**src/rtl/isa_bridge_pkg.sv**
```systemverilog
// Package: shared types for the processor-to-ISA bridge.
// Assumes size codes 2 and 3 both mean a 32-bit word.
package isa_bridge_pkg;

    typedef enum logic [1:0] {
        SZ_BYTE = 2'd0,
        SZ_HALF = 2'd1,
        SZ_WORD = 2'd2
    } xfer_size_t;

    typedef enum logic [1:0] {
        ST_IDLE = 2'd0,
        ST_ISA  = 2'd1,
        ST_ACK  = 2'd2,
        ST_RESP = 2'd3
    } bridge_state_t;

endpackage

```
**src/rtl/io_addr_xlate.sv**
```systemverilog
// Module: io_addr_xlate
// Decodes a processor address into window hit, acknowledge-region hit and
// vector-read select. It also forms the ISA port number in dense or sparse mode.
// Assumes WIN_BASE is aligned to 2**WIN_LOG2 and ACK_BASE to 16 bytes.
module io_addr_xlate #(
    parameter int          ADDR_W     = 32,
    parameter int          PORT_W     = 16,
    parameter int          WIN_LOG2   = 23,
    parameter logic [31:0] WIN_BASE   = 32'h8000_0000,
    parameter logic [31:0] ACK_BASE   = 32'hBFFF_FFF0,
    parameter int          SPARSE_LO  = 5,
    parameter int          PAGE_SHIFT = 12
) (
    input  logic [ADDR_W-1:0] addr_i,
    input  logic              sparse_i,
    output logic              win_hit_o,
    output logic              ack_hit_o,
    output logic              ack_vec_o,
    output logic [PORT_W-1:0] port_o
);
    localparam int SPARSE_HI_W = PORT_W - SPARSE_LO;

    logic [WIN_LOG2-1:0] offset;
    logic [PORT_W-1:0]   dense_port;
    logic [PORT_W-1:0]   sparse_port;

    // Region decode from upper address bits.
    always_comb begin
        win_hit_o = (addr_i[ADDR_W-1:WIN_LOG2] == WIN_BASE[ADDR_W-1:WIN_LOG2]);
        ack_hit_o = (addr_i[ADDR_W-1:2] == ACK_BASE[ADDR_W-1:2]);
        ack_vec_o = ack_hit_o && (addr_i[3:0] == 4'h0);
        offset    = addr_i[WIN_LOG2-1:0];
    end

    // Both candidate port numbers, then select by mode.
    always_comb begin
        dense_port  = offset[PORT_W-1:0];
        sparse_port = {offset[PAGE_SHIFT +: SPARSE_HI_W], offset[SPARSE_LO-1:0]};
        port_o      = sparse_i ? sparse_port : dense_port;
    end

endmodule

```
**src/rtl/lane_swap.sv**
```systemverilog
// Module: lane_swap
// Reverses byte lanes by transfer size: a byte passes lane 0, a halfword swaps
// lanes 0/1, a word reverses all lanes. Unused lanes read zero.
// Assumes DATA_W is a multiple of 16.
module lane_swap
    import isa_bridge_pkg::*;
#(
    parameter int DATA_W = 32
) (
    input  logic [1:0]        size_i,
    input  logic [DATA_W-1:0] data_i,
    output logic [DATA_W-1:0] data_o
);
    localparam int NB = DATA_W / 8;

    logic [DATA_W-1:0] word_rev;

    // Full reversal built lane by lane.
    for (genvar g = 0; g < NB; g++) begin : g_rev
        assign word_rev[g*8 +: 8] = data_i[(NB-1-g)*8 +: 8];
    end

    // Pick the reversal matching the transfer size.
    always_comb begin
        data_o = '0;
        case (size_i)
            SZ_BYTE: data_o[7:0]  = data_i[7:0];
            SZ_HALF: data_o[15:0] = {data_i[7:0], data_i[15:8]};
            default: data_o       = word_rev;
        endcase
    end

endmodule

```
**src/rtl/isa_io_bridge.sv**
```systemverilog
// Module: isa_io_bridge (top)
// Accepts one processor request at a time. Window hits become a held ISA
// transaction, a vector read runs an interrupt-acknowledge handshake, and
// everything else completes at once. Each request gets one single-cycle
// response. Assumes isa_done/ack_done arrive only while the request is raised.
module isa_io_bridge
    import isa_bridge_pkg::*;
#(
    parameter int          ADDR_W   = 32,
    parameter int          DATA_W   = 32,
    parameter int          PORT_W   = 16,
    parameter int          VEC_W    = 8,
    parameter int          WIN_LOG2 = 23,
    parameter logic [31:0] WIN_BASE = 32'h8000_0000,
    parameter logic [31:0] ACK_BASE = 32'hBFFF_FFF0
) (
    input  logic              clk,
    input  logic              rst_n,
    input  logic              map_sparse,
    input  logic              cpu_req_valid,
    output logic              cpu_req_ready,
    input  logic [ADDR_W-1:0] cpu_req_addr,
    input  logic [1:0]        cpu_req_size,
    input  logic              cpu_req_write,
    input  logic [DATA_W-1:0] cpu_req_wdata,
    output logic              cpu_rsp_valid,
    output logic [DATA_W-1:0] cpu_rsp_rdata,
    output logic              cpu_rsp_err,
    output logic              isa_req,
    output logic [PORT_W-1:0] isa_port,
    output logic [1:0]        isa_size,
    output logic              isa_write,
    output logic [DATA_W-1:0] isa_wdata,
    input  logic              isa_done,
    input  logic [DATA_W-1:0] isa_rdata,
    output logic              ack_req,
    input  logic              ack_done,
    input  logic [VEC_W-1:0]  ack_vector
);
    bridge_state_t     state;
    logic              win_hit, ack_hit, ack_vec;
    logic [PORT_W-1:0] xl_port;
    logic [DATA_W-1:0] wr_swapped, rd_swapped;
    logic [DATA_W-1:0] raw_q;
    logic [PORT_W-1:0] port_q;
    logic [DATA_W-1:0] wdata_q;
    logic [1:0]        size_q;
    logic              write_q, err_q;
    logic              accept;

    io_addr_xlate #(
        .ADDR_W(ADDR_W), .PORT_W(PORT_W), .WIN_LOG2(WIN_LOG2),
        .WIN_BASE(WIN_BASE), .ACK_BASE(ACK_BASE),
        .SPARSE_LO(5), .PAGE_SHIFT(12)
    ) u_xlate (
        .addr_i(cpu_req_addr), .sparse_i(map_sparse),
        .win_hit_o(win_hit), .ack_hit_o(ack_hit), .ack_vec_o(ack_vec),
        .port_o(xl_port)
    );

    lane_swap #(.DATA_W(DATA_W)) u_wswap (
        .size_i(cpu_req_size), .data_i(cpu_req_wdata), .data_o(wr_swapped)
    );

    lane_swap #(.DATA_W(DATA_W)) u_rswap (
        .size_i(size_q), .data_i(raw_q), .data_o(rd_swapped)
    );

    assign accept = cpu_req_valid && (state == ST_IDLE);

    // Request sequencing and capture of request fields and returned data.
    always_ff @(posedge clk) begin
        if (!rst_n) begin
            state   <= ST_IDLE;
            raw_q   <= '0;
            port_q  <= '0;
            wdata_q <= '0;
            size_q  <= SZ_BYTE;
            write_q <= 1'b0;
            err_q   <= 1'b0;
        end else begin
            case (state)
                ST_IDLE: if (accept) begin
                    port_q  <= xl_port;
                    wdata_q <= wr_swapped;
                    size_q  <= cpu_req_size;
                    write_q <= cpu_req_write;
                    raw_q   <= '0;
                    err_q   <= 1'b0;
                    if (win_hit) begin
                        state <= ST_ISA;
                    end else if (ack_vec && !cpu_req_write) begin
                        state <= ST_ACK;
                    end else begin
                        state <= ST_RESP;
                        err_q <= !ack_hit;
                    end
                end
                ST_ISA: if (isa_done) begin
                    raw_q <= write_q ? '0 : isa_rdata;
                    state <= ST_RESP;
                end
                ST_ACK: if (ack_done) begin
                    raw_q <= {{(DATA_W-VEC_W){1'b0}}, ack_vector};
                    state <= ST_RESP;
                end
                default: state <= ST_IDLE;
            endcase
        end
    end

    // Port-side outputs decoded from state and captured fields.
    always_comb begin
        cpu_req_ready = (state == ST_IDLE);
        cpu_rsp_valid = (state == ST_RESP);
        cpu_rsp_rdata = (state == ST_RESP) ? rd_swapped : '0;
        cpu_rsp_err   = (state == ST_RESP) && err_q;
        isa_req       = (state == ST_ISA);
        isa_port      = port_q;
        isa_size      = size_q;
        isa_write     = write_q;
        isa_wdata     = wdata_q;
        ack_req       = (state == ST_ACK);
    end

endmodule

```
**config.mk**
```make
export PLATFORM = sky130hd
export DESIGN_NAME = isa_io_bridge
export DESIGN_NICKNAME = d
export VERILOG_FILES = /design/src/rtl/isa_bridge_pkg.sv /design/src/rtl/io_addr_xlate.sv /design/src/rtl/lane_swap.sv /design/src/rtl/isa_io_bridge.sv
export SDC_FILE = /design/constraint.sdc
export NUM_CORES = 1
export LEC_CHECK = 0
export ABC_AREA = 1
export BUFFER_PORTS_ARGS = -buffer_cell sky130_fd_sc_hd__buf_2
export CAP_MARGIN = 40
export CORE_MARGIN = 2
export CORE_UTILIZATION = 35
export CTS_BUF_LIST = sky130_fd_sc_hd__clkbuf_4 sky130_fd_sc_hd__clkbuf_8
export CTS_CLUSTER_SIZE = 8
export DETAILED_ROUTE_END_ITERATION = 10
export PLACE_DENSITY = 0.62
export SETUP_SLACK_MARGIN = 0.15
export SLEW_MARGIN = 10
export SYNTH_ARGS = -nofsm -noshare
export SYNTH_HDL_FRONTEND = slang
export SYNTH_SLANG_ARGS = --single-unit
export TNS_END_PERCENT = 5
```
**constraint.sdc**
```tcl
create_clock -name clk -period 1.8 [get_ports clk]
set_clock_uncertainty 0.15 [all_clocks]
set_input_delay 0.36 -clock clk [delete_from_list [all_inputs] [get_ports clk]]
set_output_delay 0.36 -clock clk [all_outputs]
set_load 0.005 [all_outputs]
```
Word level (Yosys, flattened, before mapping)

Index checks and enable logic that the tools add are counted.

Reductions and logical operators: 16
Muxes and demuxes: 21
Eq/ne operators: 10

Operator list:

| cell                                                 | count |
|---|---|
| 2-to-1 mux 32 bit                                    | 5 |
| case mux 32 bit (3 select lines)                     | 1 |
| case mux 8 bit (2 select lines)                      | 4 |
| 2-to-1 mux 16 bit                                    | 3 |
| equality test 30 bit (second input constant)         | 1 |
| equality test 9 bit (second input constant)          | 1 |
| 2-to-1 mux 2 bit                                     | 4 |
| equality test 2 x 1 -> 1 bit (second input constant) | 3 |
| logical NOT 2 bit                                    | 3 |
| != test 2 x 1 -> 1 bit (second input constant)       | 3 |
| case mux 2 bit (3 select lines)                      | 1 |
| equality test 2 bit (second input constant)          | 2 |
| logical AND 1 bit                                    | 4 |
| logical NOT 4 bit                                    | 1 |
| AND reduction 4 bit                                  | 1 |
| OR reduction 2 bit                                   | 2 |
| 2-to-1 mux 1 bit                                     | 3 |
| AND reduction 3 bit                                  | 1 |
| nonzero test 3 bit                                   | 1 |
| logical NOT 1 bit                                    | 2 |
| AND reduction 2 bit                                  | 1 |

Output and inout port bits: 88
Register bits: 86
Input bits: 113
Logic and storage cells: 54

Logic depth before layout (Yosys ltp)

Gate-level depths: netlist (run 1).

Depth after elaboration: 7
Gate-level depth with buffers: 10
Mapped depth without buffers: 9

Cells and area by module

From an unflattened synthesis (run 1), not the netlist that was laid out.

Cells, all modules: 833
Area total of the unflattened synthesis: 5067.4 um2

Modules (own cells, without submodules):

| module        | instances | cells each | sequential area each (um2) | area each (um2) |
|---|---|---|---|---|
| isa_io_bridge | 1         | 569        | 1721.7                     | 3804.9 |
| lane_swap     | 2         | 97         | 0.0                        | 464.2 |
| io_addr_xlate | 1         | 70         | 0.0                        | 334.1 |

Worst setup path before layout (run 1)

Ideal clock, no wire load.

Path kind: register -> output
Start: reg state[0]
End: out cpu_rsp_rdata[13]
Cell stages (with the launch flop): 6
Setup slack: 0.017 ns
Data arrival time: 1.273 ns
Data required time: 1.290 ns
Path buffers: 2
Cell sequence: dfxtp_1 -> ha_1 -> buf_2 -> clkbuf_1 -> nand2_1 -> o21ai_0

Longest elaborated chain between the ends: 2

RTL lines:

| item                    | RTL line             | RTL |
|---|---|---|
| from (decl)             | isa_io_bridge.sv:40  | `bridge_state_t state;` |
| from (signal assigned)  | isa_io_bridge.sv:74  | `state <= ST_IDLE;` |
| from (signal assigned)  | isa_io_bridge.sv:91  | `state <= ST_ISA;` |
| from (signal assigned)  | isa_io_bridge.sv:93  | `state <= ST_ACK;` |
| equality test 2 bit     | n/a                  |  |
| named net cpu_rsp_valid | isa_io_bridge.sv:26  | `output logic cpu_rsp_valid,` |
| 2-to-1 mux 32 bit       | isa_io_bridge.sv:116 | `cpu_rsp_rdata = (state == ST_RESP) ? rd_swapped : '0;` |
| to (decl)               | isa_io_bridge.sv:27  | `output logic [DATA_W-1:0] cpu_rsp_rdata,` |

The timed path passes the listed nets, and every way through them passes these cells.

Worst setup path in the final report (run 1)

Start: reg size_q[0], in the netlist isa_size[0]
End: out cpu_rsp_rdata[6]

Longest elaborated chain between the ends: 3
Elaborated cells on any way between the ends: 4
Classes of those cells: eq/ne (1); mux (2); reduce/logical (1)

RTL lines:

| item                                                                     | RTL line             | RTL |
|---|---|---|
| from (decl)                                                              | isa_io_bridge.sv:47  | `logic [1:0] size_q;` |
| from (signal assigned)                                                   | isa_io_bridge.sv:86  | `size_q <= cpu_req_size;` |
| equality test 2 x 1 -> 1 bit / logical NOT 2 bit (equally long branches) | lane_swap.sv:26      | `case (size_i)` |
| case mux 8 bit (2 select lines) (*)                                      | lane_swap.sv:26      |  |
| 2-to-1 mux 32 bit (*)                                                    | isa_io_bridge.sv:116 |  |

Mark *: on every way between the ends. The rest lies on a longest branch, timed or not.

==> metrics.md, run 1 <==
| Metric | Value |
|---|---|
| CTS Buf Count | `9` |
| RSZ-0062 raised after global routing | `yes` |
| TritonCTS Sinks | `86` |
| Commonest cells post-synth | `nand2_1, dfxtp_1, a21oi_1, inv_1, nor2_1` |
| IO buf count | `200` |
| Routed WL | `between 10 and 15 mm` |
| Reg-to-Reg Start | `state[0]$_SDFFE_PN0P_` |
| Synth async-reset ratio | `0%` |
| Reg2Reg Setup Slack | `around 50 ps` |
| Synth area leaders | `dfxtp_1, nand2_1, a21oi_1` |
| Hold_buf cts | `0` |
| Remaining Overflow, GRT | `0` |
| CTS tree | `yes` |
| Clk root buf | `clkbuf_8` |
| # IOs | `roughly 200` |
| Clock-pin slew on the worst setup and hold paths | `80 ps` |
| Fin Hold WS | `100.4 ps` |
| Synth-to-Final Area Change | `39.48%` |
| Worst Path Max Fanout | `8` |
| Synthesis-stage register bit count | `between 80 and 90` |
| Post-synth EDFFs | `0` |
| Cells after Synth | `605` |
| Vias | `4,726` |
| Main flop type after synthesis | `dfxtp_1` |
| Tmin final | `around 1900 ps` |
| FF-to-FF path depth | `9` |
| Worst Hold Endpoint | `isa_port[3]$_SDFFE_PN0P_` |
| Setup slack after layout | `-52.96 ps` |
| Gr usage total | `a little over a fifth` |
| Die Area | `between 10,000 and 15,000 um2` |
| Sequential share of the synthesized area | `between 40% and 50%` |
| Hold Crit Depth | `3` |
| Power density cells | `~1200 nW/um2` |
| Cell Area, Synth | `4180 um2` |
| DR pass1 iterations | `7` |
| Max Slew Vio Count | `0` |
| Core area | `around 12,000 um2` |
| Count leader, synth | `nand2_1` |
| Synth cell types | `33` |
| DP Wirelength | `10.43 mm` |
| Vias in the first global route | `4,587` |
| Status | `complete, but fails checks` |
| Pre-CTS setup slack | `between 50 and 60 ps` |
| # rows | `39` |
| Worst EP arrival | `1340 ps` |
| Final ANT Viol Nets | `0` |
| Crit share post-route | `102.9%` |
| Post-DR vias/cell | `approximately 5` |
| Largest net degree at the start of global routing | `36` |
| Initial antenna violation count | `0` |
| Yosys Warn Count | `0` |
| Final core utilization | `between 50% and 60%` |
| Worst hold path startpoint | `cpu_req_addr[3]` |
| H-tree lvl count | `3` |
| Wire length per cell after detailed routing | `roughly 15 um` |
| Final setup violation count | `26` |
| Max-cap viol count | `0` |
| Fin. Hold Viols | `0` |
| Kind of critical path | `flip-flop to output port` |
| Worst Max-Slew Pin Slew | `slightly below 300 ps` |
| RR Endpoint | `raw_q[8]$_SDFFE_PN0P_` |
| Clock Latency Late Sink | `340 ps` |
| # nets final | `roughly 900` |
| Syn_nets | `~720` |
| Violated checks | `setup timing` |
| CP endpoint kind | `output port` |
| Diodes inserted | `0` |
| First-pass GRT wire length | `around 22 mm` |
| Avg Cell Area, Syn | `approximately 6.9 um2` |
| Largest area contributor in the netlist | `dfxtp_1` |
| Post-synth top area share | `about two fifths` |
| DR iter-0 viols | `371` |
| Share of layout cells above drive strength 1 | `35.11%` |
| Slew headroom | `80.48%` |
| CTS Buffer Depth | `2` |
| Worst hold path type | `primary input to flip-flop` |
| Initial core utilization | `between 30% and 40%` |
| GPL Wtd Cong | `roughly 0.9` |
| Peak Freq | `about 540 MHz` |
| CP Launch Type | `flip-flop` |
| Critical Path RT | `1290 ps` |
| DP Area | `roughly 5400 um2` |
| Worst VDD drop | `around 500 uV` |
| Die height | `approximately 110 um` |
| Die W | `113.3 um` |
| Area of all placed cells without fillers | `approximately 6000 um2` |
| Residual DRC | `0` |
| P_leak | `2.755 nW` |
## worst max-delay path: stages (launching register included)
cell	delay (ps)
dfxtp_2	350
or2_4	300
nor2_1	110
o21ai_0	90
inv_1	60
buf_2	100
## cell families (layout without fill, tap and decap cells)
family                     Yosys count  after routing  synth area share [%]
AOI/OAI and AO/OA                  154            154                 21.46
DFF                                 86             86                 41.19
and+or+nand+nor                    262            262                 25.50
adders and majority gates            4              4                 1.197
buffers and inverters               99            300                 10.66
## area by class of cell
| class | instances | area (um2) |
|---|---|---|
| clock buffer | 12 | 165.2 |
| clock inverter | 3 | 90.09 |
| fill | 1183 | 5685 |
| inverter | 59 | 236.5 |
| multi-input combinational | 420 | 2113 |
| sequential | 86 | 1734 |
| tap | 143 | 178.9 |
| timing repair buffer | 226 | 1313 |
## flip-flops by register name, indices dropped and copies added, names as in the netlist
register / flops
err_q: 1
isa_port: 16
isa_size: 2
isa_wdata: 32
isa_write: 1
raw_q: 32
state: 2
## how the worst max path moves through the flow
stage	startpoint	to
6_report	isa_size[0]$_SDFFE_PN0P_	cpu_rsp_rdata[6]
5_1_grt	isa_size[0]$_SDFFE_PN0P_	cpu_rsp_rdata[2]
4_1_cts	isa_size[0]$_SDFFE_PN0P_	cpu_rsp_rdata[3]
3_5_place_dp	state[0]$_SDFFE_PN0P_	raw_q[21]$_SDFFE_PN0P_
3_3_place_gp	state[0]$_SDFFE_PN0P_	raw_q[3]$_SDFFE_PN0P_
2_1_floorplan	state[0]$_SDFFE_PN0P_	raw_q[14]$_SDFFE_PN0P_
## where the power goes
| group | switching (mW) | internal [mW] |
|---|---|---|
| registers | 0.279 | 2.37 |
| clock network | 0.680 | 1.03 |
| logic | 1.73 | 1.20 |
## layer usage
metal | GRT usage, % | wire length (um)
met2 | 35.97 | 6627
met5 | 0 | 0
met4 | 7.480 | 234
met1 | 26.18 | 6053
met3 | 4.231 | 899
## stage by stage
step	total power, mW	TNS, ps	cells
floorplan	4.308	0	605
global placement	5.168	0	930
detailed placement	5.219	0	930
CTS	7.181	-1186	948
global route	7.763	-3262	949
finish	7.288	-489.5	949
## cells in the final DEF (no fill, tap or decap), types with 7 or more instances in the layout
cell type / instances
clkbuf_8: 12
nand2_1: 161
nand3_1: 43
dfxtp_1: 82
buf_2: 198
o21ai_0: 22
a31oi_1: 24
nor2_1: 42
inv_1: 49
buf_6: 7
o21ai_1: 27
inv_2: 7
buf_4: 13
a21oi_1: 52
o211ai_1: 11
## repair_timing
item | in CTS | in global routing
setup buffers | 3 | 1
pin swaps | 11 | 7
gates resized for setup | 47 | 23
endpoints found under the hold margin | 0 | 0
setup endpoints to repair | 72 | 120
Power figures use the tool's default switching activity.
==> run 2, diff against run 1 <==
==> constraint.sdc (replaced) <==
create_clock -name clk -period 1.8 [get_ports clk]
set_clock_uncertainty 0.15 [all_clocks]
set_input_delay 0.54 -clock clk [delete_from_list [all_inputs] [get_ports clk]]
set_output_delay 0.54 -clock clk [all_outputs]
set_load 0.005 [all_outputs]
==> metrics.md, run 2 (synthesis results as in run 1) <==
| Metric | Value |
|---|---|
| Diodes inserted | `0 (unchanged)` |
| Kind of critical path | `flip-flop to output port (unchanged)` |
| Reg2Reg Setup Slack | `-20 ps (was 50 ps)` |
| Core area | `11,520 um2 (unchanged)` |
| H-tree lvl count | `3 (unchanged)` |
| DP Cell Count | `928 (was 930)` |
| IO buf count | `200 (unchanged)` |
| Hold_buf cts | `0 (unchanged)` |
| Worst EP arrival | `1420 ps (was 1340 ps)` |
| Max Slew Vio Count | `0 (unchanged)` |
| Setup TNS | `-9481 ps (was -489.5 ps)` |
| Peak Freq | `473.0 MHz (was 539.7 MHz)` |
| Finished Layout Cells | `947 (was 949)` |
| DR pass1 iterations | `5 (was 7)` |
| Share of layout cells above drive strength 1 | `37.81% (was 35.11%)` |
| Vias | `4,713 (was 4,726)` |
| Synth-to-Final Area Change | `40.92% (was 39.48%)` |
| Die Area | `12,830 um2 (unchanged)` |
| RR Endpoint | `raw_q[9]$_SDFFE_PN0P_ (was raw_q[8]$_SDFFE_PN0P_)` |
| CP endpoint kind | `output port (unchanged)` |
| Worst Max-Slew Pin Slew | `319.8 ps (was 290.6 ps)` |
| P_leak | `2.773 nW (was 2.755 nW)` |
| Max-cap viol count | `0 (unchanged)` |
| # rows | `39 (unchanged)` |
| CTS Buf Count | `9 (unchanged)` |
| Wire length per cell after detailed routing | `14.03 um (was 14.56 um)` |
| Routed WL | `13.29 mm (was 13.81 mm)` |
| Die W | `113.3 um (unchanged)` |
| CP Launch Type | `flip-flop (unchanged)` |
| # nets final | `916 (was 919)` |
| Status | `complete, but fails checks (unchanged)` |
| FF-to-FF path depth | `9 (unchanged)` |
| Final ANT Viol Nets | `0 (unchanged)` |
| Die height | `113.3 um (unchanged)` |
| Post-DR vias/cell | `4.977 (was 4.980)` |
| Gr usage total | `20.58% (was 20.98%)` |
| Clock-pin slew on the worst setup and hold paths | `80 ps (about the same)` |
| Worst hold path startpoint | `cpu_req_write (was cpu_req_addr[3])` |
| Clk root buf | `clkbuf_8 (unchanged)` |
| Worst Hold Endpoint | `isa_write$_SDFFE_PN0P_ (was isa_port[3]$_SDFFE_PN0P_)` |
| Power density cells | `1209 nW/um2 (was 1250 nW/um2)` |
| CTS tree | `yes (unchanged)` |
| Critical Path RT | `1110 ps (was 1290 ps)` |
| Pre-CTS setup slack | `-33.07 ps (was 50.17 ps)` |
| RSZ-0062 raised after global routing | `yes (unchanged)` |
| Commonest non-fill, non-tap cell in the layout | `buf_2 (unchanged)` |
| Worst hold path type | `primary input to flip-flop (unchanged)` |
| Hold Crit Depth | `3 (unchanged)` |
| Fin. Hold Viols | `0 (unchanged)` |
| Tmin final | `2114 ps (was 1853 ps)` |
| Final setup violation count | `38 (was 26)` |
| Most frequent cells in the layout | `buf_2, nand2_1, dfxtp_1 (unchanged)` |
| Worst Path Max Fanout | `8 (unchanged)` |
| Initial core utilization | `36.30% (unchanged)` |
| Vias in the first global route | `4,539 (was 4,587)` |
| Initial antenna violation count | `0 (unchanged)` |
| DP Wirelength | `9.995 mm (was 10.43 mm)` |
| # IOs | `201 (unchanged)` |
| Remaining Overflow, GRT | `0 (unchanged)` |
| Setup slack after layout | `-314.0 ps (was -52.96 ps)` |
| Residual DRC | `0 (unchanged)` |
| Reg-to-Reg Start | `state[1]$_SDFFE_PN0P_ (was state[0]$_SDFFE_PN0P_)` |
| Slew headroom | `78.68% (was 80.48%)` |
| CTS Buffer Depth | `2 (unchanged)` |
| Clock Latency Late Sink | `350 ps (was 340 ps)` |
| Violated checks | `setup timing (unchanged)` |
| Final Total Pwr | `7.124 mW (was 7.288 mW)` |
| GPL Wtd Cong | `0.9158 (was 0.9044)` |
| Worst VDD drop | `510.7 uV (was 504.4 uV)` |
| First-pass GRT wire length | `21.52 mm (was 21.86 mm)` |
| DR iter-0 viols | `333 (was 371)` |
| Largest net degree at the start of global routing | `38 (was 36)` |
| Crit share post-route | `117.4% (was 102.9%)` |
| TritonCTS Sinks | `86 (unchanged)` |
## run 2: cell count changes in the layout (fill, tap and decap cells not counted), sizes merged
cell	change
clkinv	+1
bufinv	-1
clkbuf	-1
buf	-3
inv	+1
clkinvlp	+1
## run 2: final cells by class
type,instances,area [um2]
clock buffers,11,151.4
clock inverters,5,81.33
fillers,1128,5625
inverters,59,236.5
multi-input cells,420,2176
flip-flops and latches,86,1734
well taps,143,178.9
repair buffers,223,1333
## run 2: power by group
group	internal (mW)	switching [mW]
Combinational	1.18	1.74
Sequential	2.37	0.286
Clock	0.858	0.692
## run 2: repair_timing
item	CTS	global route
gates resized for setup	36	16
endpoints found under the setup margin	94	115
pin swaps	19	3
buffers inserted	2	0
cloned	1	0
## run 2: how the worst max path moves through the flow
stage / startpoint / endpoint / cells past startpoint
finish: state[1]$_SDFFE_PN0P_ / cpu_rsp_rdata[2] / 6
global route: state[1]$_SDFFE_PN0P_ / cpu_rsp_rdata[2] / 6
CTS: state[0]$_SDFFE_PN0P_ / cpu_rsp_rdata[2] / 6
detailed placement: state[1]$_SDFFE_PN0P_ / cpu_rsp_rdata[19] / 4
global placement: state[1]$_SDFFE_PN0P_ / cpu_rsp_rdata[16] / 4
floorplan: isa_size[1]$_SDFFE_PN0P_ / cpu_rsp_rdata[4] / 6
## run 2: through the flow
step	util, %	cell area, um2	hold WS, ps
CTS	50.64	5832	257.6
detailed placement	47.22	5438	304.8
finish	51.15	5891	275.4
global route	51.15	5891	262.3
floorplan	-	4275	293.9
global placement	47.22	5438	298.7
## run 2: worst max-delay path, cell delays in order, from the launching register on
cell and delay, ps:
dfxtp_4 380, ha_4 230, buf_12 130, buf_16 120
o21ai_2 50, inv_1 70, buf_2 110
## run 2: routing by layer
metal | up-vias | GRT usage (%) | wire [um]
li1 | 2368 | - | -
met1 | 2140 | 26.24 | 5755
met2 | 179 | 34.37 | 6277
met3 | 26 | 4.071 | 931
met4 | 0 | 7.967 | 325
met5 | - | 0 | 0
==> run 3, diff against run 2 <==
--- a/config.mk
+++ b/config.mk
@@ -13,10 +13,12 @@
 export CTS_BUF_LIST = sky130_fd_sc_hd__clkbuf_4 sky130_fd_sc_hd__clkbuf_8
 export CTS_CLUSTER_SIZE = 8
 export DETAILED_ROUTE_END_ITERATION = 10
-export PLACE_DENSITY = 0.62
+export GPL_ROUTABILITY_DRIVEN = 0
+export PLACE_DENSITY = 0.59
 export SETUP_SLACK_MARGIN = 0.15
 export SLEW_MARGIN = 10
 export SYNTH_ARGS = -nofsm -noshare
 export SYNTH_HDL_FRONTEND = slang
+export SYNTH_HIERARCHICAL = 1
 export SYNTH_SLANG_ARGS = --single-unit
 export TNS_END_PERCENT = 5
==> metrics.md, run 3 <==
| Metric | Value |
|---|---|
| Status | `complete, but fails checks (unchanged)` |
| Violated checks | `setup timing (unchanged)` |
| Routed WL | `14.93 mm (was 13.29 mm)` |
| Largest net degree at the start of global routing | `53 (was 38)` |
| Post-synth top area share | `33.98% (was 41.19%)` |
| Final Total Pwr | `8.730 mW (was 7.124 mW)` |
| RR Endpoint | `raw_q[30]$_SDFFE_PN0P_ (was raw_q[9]$_SDFFE_PN0P_)` |
| Crit share post-route | `115.4% (was 117.4%)` |
| Yosys Warn Count | `6 (was 0)` |
| Fin. Hold Viols | `0 (unchanged)` |
| Residual DRC | `0 (unchanged)` |
| Vias in the first global route | `5,104 (was 4,539)` |
| Peak Freq | `481.2 MHz (was 473.0 MHz)` |
| Diodes inserted | `0 (unchanged)` |
| TritonCTS Sinks | `86 (unchanged)` |
| Vias | `5,439 (was 4,713)` |
| RSZ-0062 raised after global routing | `yes (unchanged)` |
| DR pass1 iterations | `4 (was 5)` |
| Synth-to-Final Area Change | `33.38% (was 40.92%)` |
| Critical Path RT | `1110 ps (about the same)` |
| Largest area contributor in the netlist | `dfxtp_1 (unchanged)` |
| Share of layout cells above drive strength 1 | `29.06% (was 37.81%)` |
| Core area | `13,990 um2 (was 11,520 um2)` |
| Count leader, synth | `nand2_1 (unchanged)` |
| Gr usage total | `19.14% (was 20.58%)` |
| Cells after Synth | `833 (was 605)` |
| Worst hold path startpoint | `isa_rdata[29] (was cpu_req_write)` |
| CP endpoint kind | `output port (unchanged)` |
| Setup TNS | `-7094 ps (was -9481 ps)` |
| Commonest cells post-synth | `nand2_1, nor2_1, inv_1, dfxtp_1, o21ai_0 (was nand2_1, dfxtp_1, a21oi_1, inv_1, nor2_1)` |
| Synth area leaders | `dfxtp_1, nand2_1, nor2_1 (was dfxtp_1, nand2_1, a21oi_1)` |
| DP Wirelength | `11.15 mm (was 9.995 mm)` |
| Reg-to-Reg Start | `state[0]$_SDFFE_PN0P_ (was state[1]$_SDFFE_PN0P_)` |
| Hold Crit Depth | `3 (unchanged)` |
| Clock-pin slew on the worst setup and hold paths | `80 ps (about the same)` |
| Commonest non-fill, non-tap cell in the layout | `nand2_1 (was buf_2)` |
| FF-to-FF path depth | `10 (was 9)` |
| Synthesis-stage register bit count | `86 (unchanged)` |
| First-pass GRT wire length | `24.66 mm (was 21.52 mm)` |
| CTS Buf Count | `9 (unchanged)` |
| Setup slack after layout | `-278.0 ps (was -314.0 ps)` |
| Worst Hold Endpoint | `raw_q[29]$_SDFFE_PN0P_ (was isa_write$_SDFFE_PN0P_)` |
| Initial core utilization | `36.23% (was 36.30%)` |
| Worst VDD drop | `1062 uV (was 510.7 uV)` |
| Die W | `124.3 um (was 113.3 um)` |
| Avg Cell Area, Syn | `6.083 um2 (was 6.910 um2)` |
| Remaining Overflow, GRT | `0 (unchanged)` |
| Initial antenna violation count | `0 (unchanged)` |
| Die height | `124.3 um (was 113.3 um)` |
| Post-DR vias/cell | `4.499 (was 4.977)` |
| CP Launch Type | `flip-flop (unchanged)` |
| Slew headroom | `78.50% (was 78.68%)` |
| Main flop type after synthesis | `dfxtp_1 (unchanged)` |
| Worst Max-Slew Pin Slew | `322.5 ps (was 319.8 ps)` |
| Cell Area, Synth | `5067 um2 (was 4180 um2)` |
| Final core utilization | `48.32% (was 51.15%)` |
| IO buf count | `200 (unchanged)` |
| Finished Layout Cells | `1,209 (was 947)` |
| Pre-CTS setup slack | `9.982 ps (was -33.07 ps)` |
| # IOs | `201 (unchanged)` |
| DP Cell Count | `1,187 (was 928)` |
| # nets final | `1,145 (was 916)` |
| Max Slew Vio Count | `0 (unchanged)` |
| Synth cell types | `24 (was 33)` |
| # rows | `43 (was 39)` |
| Power density cells | `1292 nW/um2 (was 1209 nW/um2)` |
| Most frequent cells in the layout | `nand2_1, buf_2, nor2_1 (was buf_2, nand2_1, dfxtp_1)` |
| CTS Buffer Depth | `2 (unchanged)` |
| Worst EP arrival | `1390 ps (was 1420 ps)` |
| Worst Path Max Fanout | `8 (unchanged)` |
| DR iter-0 viols | `327 (was 333)` |
| Worst hold path type | `primary input to flip-flop (unchanged)` |
| Wire length per cell after detailed routing | `12.35 um (was 14.03 um)` |
| Final ANT Viol Nets | `0 (unchanged)` |
| Clock Latency Late Sink | `360 ps (was 350 ps)` |
| Kind of critical path | `flip-flop to output port (unchanged)` |
| Synth async-reset ratio | `0% (unchanged)` |
| Final setup violation count | `37 (was 38)` |
| H-tree lvl count | `3 (unchanged)` |
| Tmin final | `2078 ps (was 2114 ps)` |
| Clk root buf | `clkbuf_8 (unchanged)` |
| CTS tree | `yes (unchanged)` |
| P_leak | `3.948 nW (was 2.773 nW)` |
| Die Area | `15,460 um2 (was 12,830 um2)` |
| Max-cap viol count | `0 (unchanged)` |
| Sequential share of the synthesized area | `33.98% (was 41.19%)` |
| Syn_nets | `954 (was 722)` |
| Post-synth EDFFs | `0 (unchanged)` |
| Reg2Reg Setup Slack | `100 ps (was -20 ps)` |
==> run 3: changes by cell type after synthesis, moves of 8 or more <==
| cell | previous run | this run |
|---|---|---|
| o211ai_1 | 11 | 0 |
| buf_6 | 5 | 13 |
| nand2_1 | 166 | 272 |
| nand3_2 | 0 | 9 |
| a21oi_1 | 53 | 17 |
| nor2_1 | 45 | 174 |
| a31oi_1 | 24 | 0 |
| inv_1 | 51 | 90 |
| o21ai_0 | 41 | 54 |
| buf_4 | 4 | 16 |
==> run 3: what timing repair did <==
item                                    4_1_cts  5_1_grt
cloned                                        2        0
pin swaps                                    10       14
gates resized for setup                      30       69
setup buffers                                 4        0
hold buffers                                  0        0
endpoints found under the setup margin       96      124
==> run 3: cells by family (layout without fill, tap and decap cells) <==
group / Yosys count / after routing / synth area share, %
simple gates: 513 / 513 / 41.43
buf+inv: 149 / 345 / 14.57
flops: 86 / 86 / 33.98
compound gates: 74 / 74 / 7.383
fa+ha+maj: 8 / 8 / 1.975
mux: 3 / 3 / 0.6666
==> run 3: layout make-up <==
class / instances / area, um2
Fill cell: 1532 / 7229
Tap cell: 180 / 225.2
Timing Repair Buffer: 235 / 1493
Inverter: 94 / 377.9
Clock buffer: 10 / 131.4
Sequential cell: 86 / 1734
Multi-Input combinational cell: 598 / 2688
Clock inverter: 6 / 110.1
==> run 3: worst max path at each step <==
stage | from | slack, ps | end
final | isa_size[1]$_SDFFE_PN0P_ | -280 | cpu_rsp_rdata[4]
after global routing | isa_size[1]$_SDFFE_PN0P_ | -410 | cpu_rsp_rdata[6]
after CTS | isa_size[1]$_SDFFE_PN0P_ | -290 | cpu_rsp_rdata[0]
after detailed placement | cpu_req_addr[3] | 10 | state[0]$_SDFFE_PN0P_
after global placement | cpu_req_addr[3] | 9 | state[0]$_SDFFE_PN0P_
after floorplan | state[0]$_SDFFE_PN0P_ | 140 | raw_q[27]$_SDFFE_PN0P_
==> run 3: power by group <==
part	total [mW]	switching (mW)	internal [mW]
logic	4.02	2.26	1.76
registers	3.08	0.484	2.60
clock network	1.62	0.689	0.935
==> run 3: metrics by stage <==
step	area, um2	hold slack (ps)
after floorplan	5090	304.3
after global placement	6254	306.7
after detailed placement	6254	316.0
after CTS	6675	247.4
after global routing	6759	249.2
final	6759	272.2
==> run 3: routing by layer <==
metal  part of all wire (%)  GRT usage [%]  vias to the layer above
met4                   0.58          4.032                        0
li1                       -              -                     2892
met5                      0              0                        -
met2                     47          31.44                      145
met1                     45          24.31                     2398
met3                    7.3          6.701                        4
==> run 3: critical path, cell delays in order, from the launching register on <==
cell	delay (ps)
dfxtp_2	350
buf_12	140
nor2_4	180
nand2_1	90
nand3_1	80
nand2_1	60
inv_1	40
buf_2	100
